==> src/rtl/trk_pkg.sv <==
package trk_pkg;

   localparam int unsigned SLOPE_NONE = 0;

   function automatic int unsigned cnt_bits(input int unsigned max_val);
      return $clog2(max_val + 1);
   endfunction

   function automatic int unsigned slope_bits(input int unsigned lines);
      return $clog2(lines + 2);
   endfunction

endpackage

==> src/rtl/line_window.sv <==
module line_window #(
   parameter int WIN = 8,
   parameter int BXW = 12,
   localparam int CW = trk_pkg::cnt_bits(WIN)
) (
   input  logic           clk,
   input  logic           rst,
   input  logic           hit_i,
   input  logic [BXW-1:0] bx_i,
   output logic [CW-1:0]  cnt_o,
   output logic [BXW-1:0] first_bx_o
);

   if (WIN < 2) begin : g_chk_win
      $error("line_window: WIN must be at least 2");
   end
   if (BXW < 2) begin : g_chk_bxw
      $error("line_window: BXW must be at least 2");
   end

   logic [WIN-1:0] win_q;
   logic [BXW-1:0] bx_q [WIN];
   logic           seen_q;

   always_ff @(posedge clk) begin
      if (rst) begin
         win_q <= '0;
         for (int i = 0; i < WIN; i++) bx_q[i] <= '0;
      end else begin
         win_q   <= {win_q[WIN-2:0], hit_i};
         bx_q[0] <= bx_i;
         for (int i = 1; i < WIN; i++) bx_q[i] <= bx_q[i-1];
      end
   end

   always_ff @(posedge clk) seen_q <= !rst;

   always_comb begin
      cnt_o = '0;
      for (int i = 0; i < WIN; i++) cnt_o = cnt_o + CW'(win_q[i]);
   end

   always_comb begin
      first_bx_o = '0;
      for (int i = 0; i < WIN; i++) begin
         if (win_q[i]) first_bx_o = bx_q[i];
      end
   end

   AST_HIT_NO_DROP: assert property (@(posedge clk) disable iff (rst || !seen_q)
      $past(hit_i) |-> cnt_o >= $past(cnt_o));
   AST_IDLE_NO_RISE: assert property (@(posedge clk) disable iff (rst || !seen_q)
      !$past(hit_i) |-> cnt_o <= $past(cnt_o));

endmodule

==> src/rtl/slope_resolver.sv <==
module slope_resolver #(
   parameter int NLINES = 4,
   parameter int WIN    = 8,
   parameter int BXW    = 12,
   localparam int CW    = trk_pkg::cnt_bits(WIN),
   localparam int IDW   = trk_pkg::slope_bits(NLINES),
   localparam int LW    = $clog2(NLINES)
) (
   input  logic           clk,
   input  logic           rst,
   input  logic [CW-1:0]  cnt_i [NLINES],
   input  logic [BXW-1:0] fb_i  [NLINES],
   output logic [IDW-1:0] id_o,
   output logic [BXW-1:0] bx_o,
   output logic [LW-1:0]  line_o
);

   localparam logic [IDW-1:0] ID_IRREG = IDW'(NLINES + 1);

   logic [NLINES-1:0] nz;
   logic [NLINES-1:0] run_mask;
   logic              seen_q;
   int                run_len;
   logic              in_run;
   logic              found;

   always_comb begin
      in_run  = 1'b1;
      run_len = 0;
      for (int l = 0; l < NLINES; l++) begin
         nz[l] = (cnt_i[l] != '0);
         if (in_run && nz[l]) run_len = run_len + 1;
         else in_run = 1'b0;
      end
      for (int l = 0; l < NLINES; l++) run_mask[l] = (l < run_len);
      if (nz == '0)            id_o = IDW'(trk_pkg::SLOPE_NONE);
      else if (nz == run_mask) id_o = IDW'(run_len);
      else                     id_o = ID_IRREG;
   end

   always_comb begin
      found  = 1'b0;
      bx_o   = '0;
      line_o = '0;
      for (int l = 0; l < NLINES; l++) begin
         if (fb_i[l] != '0 && (!found || fb_i[l] < bx_o)) begin
            found  = 1'b1;
            bx_o   = fb_i[l];
            line_o = LW'(l);
         end
      end
   end

   always_ff @(posedge clk) seen_q <= !rst;

   AST_LINE_OCCUPIED: assert property (@(posedge clk) disable iff (rst || !seen_q)
      (bx_o != '0) |-> (cnt_i[line_o] != '0));

endmodule

==> src/rtl/track_slope_classifier.sv <==
module track_slope_classifier #(
   parameter int NLINES = 4,
   parameter int WIN    = 8,
   parameter int BXW    = 12,
   parameter int THR    = 7,
   localparam int IDW   = trk_pkg::slope_bits(NLINES),
   localparam int LW    = $clog2(NLINES)
) (
   input  logic              clk,
   input  logic              rst,
   input  logic [NLINES-1:0] hit_i,
   input  logic [BXW-1:0]    bx_i,
   output logic              track_valid_o,
   output logic [IDW-1:0]    track_id_o,
   output logic [BXW-1:0]    track_bx_o,
   output logic [LW-1:0]     track_line_o
);

   localparam int CW = trk_pkg::cnt_bits(WIN);
   localparam int SW = trk_pkg::cnt_bits(NLINES * WIN);
   localparam logic [SW-1:0] THR_V = SW'(THR);

   if (NLINES < 2) begin : g_chk_lines
      $error("track_slope_classifier: NLINES must be at least 2");
   end
   if (THR < 1 || THR > NLINES * WIN) begin : g_chk_thr
      $error("track_slope_classifier: THR out of range");
   end

   logic [CW-1:0]  cnt_w [NLINES];
   logic [BXW-1:0] fb_w  [NLINES];
   logic [SW-1:0]  total_w;
   logic [SW-1:0]  prev_q;
   logic           fire_w;
   logic [IDW-1:0] res_id;
   logic [BXW-1:0] res_bx;
   logic [LW-1:0]  res_line;
   logic           seen_q;

   for (genvar g = 0; g < NLINES; g++) begin : g_line
      line_window #(.WIN(WIN), .BXW(BXW)) u_win (
         .clk       (clk),
         .rst       (rst),
         .hit_i     (hit_i[g]),
         .bx_i      (bx_i),
         .cnt_o     (cnt_w[g]),
         .first_bx_o(fb_w[g])
      );
   end

   slope_resolver #(.NLINES(NLINES), .WIN(WIN), .BXW(BXW)) u_res (
      .clk   (clk),
      .rst   (rst),
      .cnt_i (cnt_w),
      .fb_i  (fb_w),
      .id_o  (res_id),
      .bx_o  (res_bx),
      .line_o(res_line)
   );

   always_comb begin
      total_w = '0;
      for (int l = 0; l < NLINES; l++) total_w = total_w + SW'(cnt_w[l]);
   end

   assign fire_w = (prev_q < THR_V) && (total_w >= THR_V);

   always_ff @(posedge clk) begin
      if (rst) begin
         prev_q        <= '0;
         track_valid_o <= 1'b0;
         track_id_o    <= '0;
         track_bx_o    <= '0;
         track_line_o  <= '0;
      end else begin
         prev_q        <= total_w;
         track_valid_o <= fire_w;
         track_id_o    <= fire_w ? res_id   : '0;
         track_bx_o    <= fire_w ? res_bx   : '0;
         track_line_o  <= fire_w ? res_line : '0;
      end
   end

   always_ff @(posedge clk) seen_q <= !rst;

   AST_ONE_SHOT: assert property (@(posedge clk) disable iff (rst)
      track_valid_o |=> !track_valid_o);
   AST_FIRE_ABOVE_THR: assert property (@(posedge clk) disable iff (rst || !seen_q)
      track_valid_o |-> $past(total_w >= THR_V));
   AST_QUIET_ZERO: assert property (@(posedge clk) disable iff (rst)
      !track_valid_o |-> (track_id_o == '0 && track_bx_o == '0 && track_line_o == '0));
   AST_ID_KNOWN: assert property (@(posedge clk) disable iff (rst)
      track_valid_o |-> track_id_o != '0);

endmodule

==> config.mk <==
export PLATFORM = sky130hd
export DESIGN_NAME = track_slope_classifier
export DESIGN_NICKNAME = d
export VERILOG_FILES = /design/src/rtl/trk_pkg.sv /design/src/rtl/line_window.sv /design/src/rtl/slope_resolver.sv /design/src/rtl/track_slope_classifier.sv
export SDC_FILE = /design/constraint.sdc
export NUM_CORES = 1
export LEC_CHECK = 0
export BUFFER_PORTS_ARGS = -buffer_cell sky130_fd_sc_hd__buf_2
export CAP_MARGIN = 20
export CORE_MARGIN = 2
export CORE_UTILIZATION = 50
export CTS_CLUSTER_SIZE = 30
export DETAILED_ROUTE_END_ITERATION = 6
export PLACE_DENSITY = 0.68
export SETUP_SLACK_MARGIN = 0.02
export SLEW_MARGIN = 20
export SYNTH_ARGS = -nofsm -noshare
export SYNTH_HDL_FRONTEND = slang
export SYNTH_SLANG_ARGS = --single-unit
export TNS_END_PERCENT = 10
==> constraint.sdc <==
create_clock -name clk -period 19.2 [get_ports clk]
set_input_delay 0.96 -clock clk [delete_from_list [all_inputs] [get_ports clk]]
set_output_delay 0.96 -clock clk [all_outputs]
set_load 0.02 [all_outputs]
Yosys cells after proc, flatten, opt, wreduce, memory -nomap -nowiden
Memory sizes are Yosys's and may differ from the RTL's.
Cells that the tools add are included.
{"block": "totals", "ramBits": 384, "input_bits": 18, "out_inout_bits": 18, "register_bits": 56, "elab_cells": 202, "n_memories": 4}
{"name": "g_line[0].u_win.bx_q", "words": 8, "width": 12, "rd": 8, "rd_clocked_by_memory_dff": 0, "write_ports": 8, "line_no": "line_window.sv:22", "rtl": "logic [BXW-1:0] bx_q [WIN];"}
{"name": "g_line[1].u_win.bx_q", "words": 8, "width": 12, "rd": 8, "rd_clocked_by_memory_dff": 0, "write_ports": 8, "line_no": "line_window.sv:22"}
{"name": "g_line[2].u_win.bx_q", "words": 8, "width": 12, "rd": 8, "rd_clocked_by_memory_dff": 0, "write_ports": 8, "line_no": "line_window.sv:22"}
{"name": "g_line[3].u_win.bx_q", "words": 8, "width": 12, "rd": 8, "rd_clocked_by_memory_dff": 0, "write_ports": 8, "line_no": "line_window.sv:22"}
{"block": "classes", "order_cmp": 9, "bitwise": 34, "n_mux": 85, "n_reduce_logical": 25, "n_addsub": 34, "eq_ne": 1}
{"operator": "$mux W12", "count": 68}
{"operator": "$add A32 B2 Y32 const B", "count": 3}
{"operator": "$add A4 B1 Y4", "count": 24}
{"operator": "$mux W32", "count": 3}
{"operator": "$lt A3 B32 Y1 const A", "count": 2}
{"operator": "$reduce_bool A12 Y1", "count": 4}
{"operator": "$lt A12 B12 Y1", "count": 3}
{"operator": "$lt A1 B32 Y1 const A", "count": 1}
{"operator": "$lt A2 B32 Y1 const A", "count": 1}
{"operator": "$or A1 B1 Y1", "count": 32}
{"operator": "$reduce_bool A4 Y1", "count": 4}
{"operator": "$mux W1", "count": 11}
{"operator": "$add A1 B1 Y2", "count": 4}
{"operator": "$logic_and A1 B1 Y1", "count": 7}
{"operator": "$add A5 B4 Y6", "count": 1}
{"operator": "$add A6 B4 Y6", "count": 1}
{"operator": "$ge A6 B3 Y1 const B", "count": 1}
{"operator": "$lt A6 B3 Y1 const B", "count": 1}
{"operator": "$add A4 B4 Y5", "count": 1}
{"operator": "$eq A4 B4 Y1", "count": 1}
{"operator": "$logic_not A4 Y1", "count": 1}
{"operator": "$mux W2", "count": 2}
{"operator": "$reduce_or A4 Y1", "count": 1}
{"operator": "$logic_not A1 Y1", "count": 3}
{"operator": "5 further kinds", "count": 8}

Logic depth before layout (Yosys ltp)
An unclocked memory read counts as a cell.
{"block": "logic_depth", "word_depth": 23, "depth_mapped": 43, "ltp_nobuf": 36}

Cells and area by module
From an unflattened synthesis, not the netlist that was laid out.
{"block": "unflattened", "hier_cells": 1716, "hier_area_um2": 17241.5}
{"mod": "line_window", "area_each_um2": 3653.5, "seq_area_each_um2": 2082.0, "cells_each": 347, "instances": 4}
{"mod": "slope_resolver", "area_each_um2": 1555.2, "seq_area_each_um2": 0.0, "cells_each": 221, "instances": 1}
{"mod": "track_slope_classifier", "area_each_um2": 1072.3, "seq_area_each_um2": 480.5, "cells_each": 107, "instances": 1}

Least setup slack after synthesis
OpenSTA, ideal clock, no wires.
{"block": "synth_path", "path_type": "register to register", "from": "reg g_line[0].u_win.win_q[2]", "to": "reg track_bx_o[7]", "path_slack_ns": 11.407, "path_stages_with_launch": 41, "period_less_slack_ns": 7.793, "setup_ns": 0.117, "n_path_buf": 6, "required_ns": 19.083, "arrival_time_ns": 7.675, "cell_sequence": "dfxtp_1 -> buf_2 -> nand2b_1 -> clkbuf_1 -> o221a_2 -> a22o_1 -> a21oi_1 -> ha_1 -> a21o_1 -> a21o_1 -> a221oi_1 -> o21ai_0 -> o2bb2ai_1 -> and2_0 -> clkbuf_1 -> mux2_2 -> ha_1 -> a21o_1 -> [5 not listed] -> a211oi_2 -> o31ai_1 -> buf_2 -> nor2b_1 -> a21oi_1 -> ha_1 -> a21o_1 -> a21o_1 -> a21oi_1 -> o21a_1 -> o21ai_0 -> nor4bb_1 -> a21bo_1 -> a41oi_1 -> o2111ai_1 -> buf_6 -> buf_6 -> a32o_1"}
{"block": "synth_between", "elab_chain_cells": 20, "elab_cells_between_ends": 39, "classes_between": "add/sub (9); order compare (4); mux (13); bitwise (1); reduce/logical (12)"}
{"item": "start: declaration", "line_no": "line_window.sv:21", "rtl": "logic [WIN-1:0] win_q;"}
{"item": "start signal: assignment", "line_no": "line_window.sv:30", "rtl": "win_q <= {win_q[WIN-2:0], hit_i};"}
{"item": "branches (longest 20 deep; another with $add A5 B4 Y6)"}
{"item": "end signal: assignment", "line_no": "track_slope_classifier.sv:79", "rtl": "track_bx_o <= fire_w ? res_bx : '0;"}
{"item": "end: declaration", "line_no": "track_slope_classifier.sv:15", "rtl": "output logic [BXW-1:0] track_bx_o,"}
Several ways; the timed one is not identified.
A chain may end at the register's enable or synchronous reset.

Worst setup path after layout
{"block": "layout_path", "from": "reg g_line[0].u_win.win_q[7]", "to": "reg track_bx_o[8]"}
{"block": "layout_between", "elab_chain_cells": 15, "elab_cells_between_ends": 29, "classes_between": "add/sub (4); order compare (4); mux (8); bitwise (1); reduce/logical (12)"}
{"item": "$mux W12", "line_no": "line_window.sv:46", "rtl": "if (win_q[i]) first_bx_o = bx_q[i];"}
{"item": "$reduce_bool A12 Y1", "line_no": "slope_resolver.sv:46", "rtl": "if (fb_i[l] != '0 && (!found || fb_i[l] < bx_o)) begin"}
{"item": "$mux W12 / $mux W1 (equally long branches)", "line_no": "slope_resolver.sv:46"}
{"item": "$lt A12 B12 Y1 / $logic_not A1 Y1 (equally long branches)", "line_no": "slope_resolver.sv:46"}
{"item": "$logic_or A1 B1 Y1", "line_no": "slope_resolver.sv:46"}
{"item": "$logic_and A1 B1 Y1", "line_no": "slope_resolver.sv:46"}
{"item": "$mux W12 / $mux W1 (equally long branches)", "line_no": "slope_resolver.sv:46"}
{"item": "$lt A12 B12 Y1 / $logic_not A1 Y1 (equally long branches)", "line_no": "slope_resolver.sv:46"}
{"item": "$logic_or A1 B1 Y1", "line_no": "slope_resolver.sv:46"}
{"item": "$logic_and A1 B1 Y1", "line_no": "slope_resolver.sv:46"}
{"item": "$mux W12 / $mux W1 (equally long branches)", "line_no": "slope_resolver.sv:46"}
{"item": "$lt A12 B12 Y1 / $logic_not A1 Y1 (equally long branches)", "line_no": "slope_resolver.sv:46"}
{"item": "$logic_or A1 B1 Y1", "line_no": "slope_resolver.sv:46"}
{"item": "$logic_and A1 B1 Y1", "line_no": "slope_resolver.sv:46"}
{"item": "$mux W12", "line_no": "slope_resolver.sv:46"}
Several ways; a longest one is shown, not always the timed one.

==> impl_metrics.json <==
{
  "holdPathEnd": "g_line[3].u_win.bx_q[0][57]",
  "finalSetupTns_ns": 0,
  "crit_family": "compound AO/OA/AOI/OAI gates",
  "slew_headroom": 0.257,
  "synth_top_area_cell": "dfxtp_1",
  "crit_buf_inv": 3,
  "routed_via_density": 6.37,
  "grt_max_degree": 78,
  "dpl.hpwl_mm": 25.9,
  "clock-root-buffer": "clkbuf_16",
  "ir_drop_uv": 54.9,
  "layout_commonest_cell": "dfxtp_1",
  "worst_slack_ns": 9.08,
  "dp_cells": 1497,
  "wire_per_inst_um": 22.7,
  "core.rowCount": 52,
  "gp_congestion": 0.987,
  "drc": 0,
  "port_buffers": 35,
  "synth_edf_count": 0,
  "hold-worst-slack_ns": 0.512,
  "postCtsSetupRepairBufs": 0,
  "cp_common_cell": "a21o_1",
  "outcome": "complete, no violations",
  "critPathMaxStageDelay_ns": 0.91,
  "synth_area_per_cell_um2": 8.00,
  "synth_fp_nets": 1364,
  "syn_area_mm2": 0.0102,
  "rr_endpoint": "track_bx_o[8]",
  "synth_ff_type": "dfxtp_1",
  "worstSetupEndpointType": "register",
  "layout_common_cells": "152 x dfxtp_1, 132 x nand2_1, 121 x nor2_1, 101 x inv_1, 100 x nor2b_1",
  "ctsHtreeMaxLevel": 4,
  "rr_worst_depth": 35,
  "finalCriticalPeriod_ns": 10.12,
  "cp_max_fo": 25,
  "cp_slowest_cell": "dfxtp_1",
  "first_pass_iters": 6,
  "hp-start": "g_line[3].u_win.bx_q[0][45]",
  "r2r_start": "g_line[0].u_win.win_q[7]",
  "p_per_area_mw_per_mm2": 81.5,
  "cts_tree": "yes",
  "tightest_slew_ns": 1.11,
  "p_leak_nw": 4.33,
  "regToRegSetupSlack_ns": 9.08,
  "synth_cells": 1271,
  "async_flop_share": 0,
  "grt_use_met3": 0.0691,
  "worstPathRequired_ns": 19.53,
  "holdBufCountCts": 0,
  "grt_overflow": 0,
  "grt_util_met1": 0.455,
  "cts-resized-gates": 0,
  "setup_viol": 0,
  "skew_ns": 0.00971,
  "vias": 9743,
  "die_x_um": 147,
  "hold_class": "register to register",
  "diodes": 0,
  "ys_seq_elements": 152,
  "stdcell_count": 1529,
  "start_kind": "register",
  "path_depth": 35,
  "cts_buffers": 17,
  "syn_to_final_growth_pct": 7.57,
  "grtUsageTotal": 0.326,
  "antenna_found_initial": 0,
  "grt_pass1_vias": 8934,
  "io_pins": 36,
  "post-place-ws_ns": 9.37,
  "drive_above_1_share": 0.0826,
  "drt_wl_total_mm": 34.7,
  "synth_top_area_frac": 0.299,
  "met2_usage": 0.487,
  "finalMaxSlewViolations": 0,
  "rsz0062_at_grt": "no",
  "grt_pass1_wl_mm": 53.8,
  "dieArea_mm2": 0.0215,
  "arrival_ns": 10.45,
  "drtAntennaViolNets": 0,
  "cap_violations": 0,
  "start_util": 0.506,
  "holdPathStages": 2,
  "yosysUniqueCellTypes": 84,
  "drt_iter0_drc": 1423,
  "die_y_um": 147,
  "min_period_over_period": 0.527,
  "crit_type": "register to register",
  "synth_area_leaders": "dfxtp_1 30%, ha_1 6.3%, nor2b_1 6.2%, nand2_1 4.9%, fa_1 4.7%",
  "max_freq_ghz": 0.0988,
  "cts.sinks": 152,
  "nNetsFinal": 1339,
  "grt.busiest_layer": "met2",
  "yosysSeqAreaShare": 0.299,
  "cts.clk_slew.worst_paths_ns": 0.07,
  "hold_viol_final": 0,
  "core_area_mm2": 0.0201,
  "yosys_warnings": 0,
  "clock_latency_ns": 0.43,
  "clock_path_buffers": 2
}
## final cells by class
type,count,area (um2)
tap,270,338
inverter,105,394
sequential,152,3040
timing repair buffer,41,223
clock buffer,18,439
clock inverter,14,136
multi-input combinational,929,6360
fill,1901,9170
## power by group
part | internal [mW] | switching, mW | total (mW) | leakage [nW]
combinational | 0.0838 | 0.132 | 0.216 | 2.82
clock | 0.185 | 0.152 | 0.337 | 0.280
sequential | 0.324 | 0.0134 | 0.338 | 1.23
## Yosys cell counts (15+ instances only)
| library cell | instances |
|---|---|
| a211oi_1 | 16 |
| a21o_1 | 19 |
| a21oi_1 | 84 |
| a221oi_1 | 39 |
| a31oi_1 | 15 |
| buf_2 | 22 |
| clkbuf_1 | 57 |
| dfxtp_1 | 152 |
| fa_1 | 24 |
| ha_1 | 51 |
| inv_1 | 101 |
| nand2_1 | 132 |
| nand3b_1 | 20 |
| nor2_1 | 121 |
| nor2b_1 | 100 |
| o211ai_1 | 38 |
| o21ai_0 | 42 |
| o22ai_1 | 16 |
## worst max path at each step
stage | end | slack [ns] | start
4_1_cts | track_bx_o[8] | 9.30 | g_line[0].u_win.win_q[7]
2_1_floorplan | track_bx_o[7] | 11.41 | g_line[0].u_win.win_q[2]
6_report | track_bx_o[8] | 9.08 | g_line[0].u_win.win_q[7]
3_5_place_dp | track_bx_o[8] | 9.37 | g_line[0].u_win.win_q[7]
5_1_grt | track_bx_o[9] | 8.38 | g_line[0].u_win.win_q[7]
3_3_place_gp | track_bx_o[8] | 9.43 | g_line[0].u_win.win_q[7]
## logic make-up after synthesis
family	count (synthesis)	synth area share
compound gates	391	0.278
flops	152	0.299
mux	10	0.0107
xor+xnor	6	0.00517
fa+ha+maj	75	0.110
buf+inv	190	0.0755
simple gates	447	0.221
## per-layer routing
metal  routed length [um]  vias up
met3                 3640       95
met4                 1560        0
li1                     -     4498
met1                14700     4535
met2                14800      615
met5                    0        -
## sequential cells by signal, indices dropped and copies added, names as in the netlist
name and cells:
prev_q 6, track_valid_o 1, track_bx_o 12, g_line.u_win.win_q 32, track_id_o 3, g_line.u_win.bx_q 96
track_line_o 2
## worst reg2reg max path, delay by kind of cell, from the launching register on
kind	cells	cell delay, ns
mux	1	0.45
compound gates	22	4.76
buf+inv	3	1.09
flops	1	0.91
fa+ha+maj	3	1.04
simple gates	6	1.76
## per-stage QoR
stage / cell area (um2) / util / power, mW
finish: 10900 / 0.544 / 0.891
global route: 10900 / 0.544 / 0.925
CTS: 10900 / 0.544 / 0.888
detailed placement: 10400 / 0.515 / 0.554
global placement: 10400 / 0.515 / 0.556
floorplan: 10200 / - / 0.502
(Power assumes the default switching activity.)
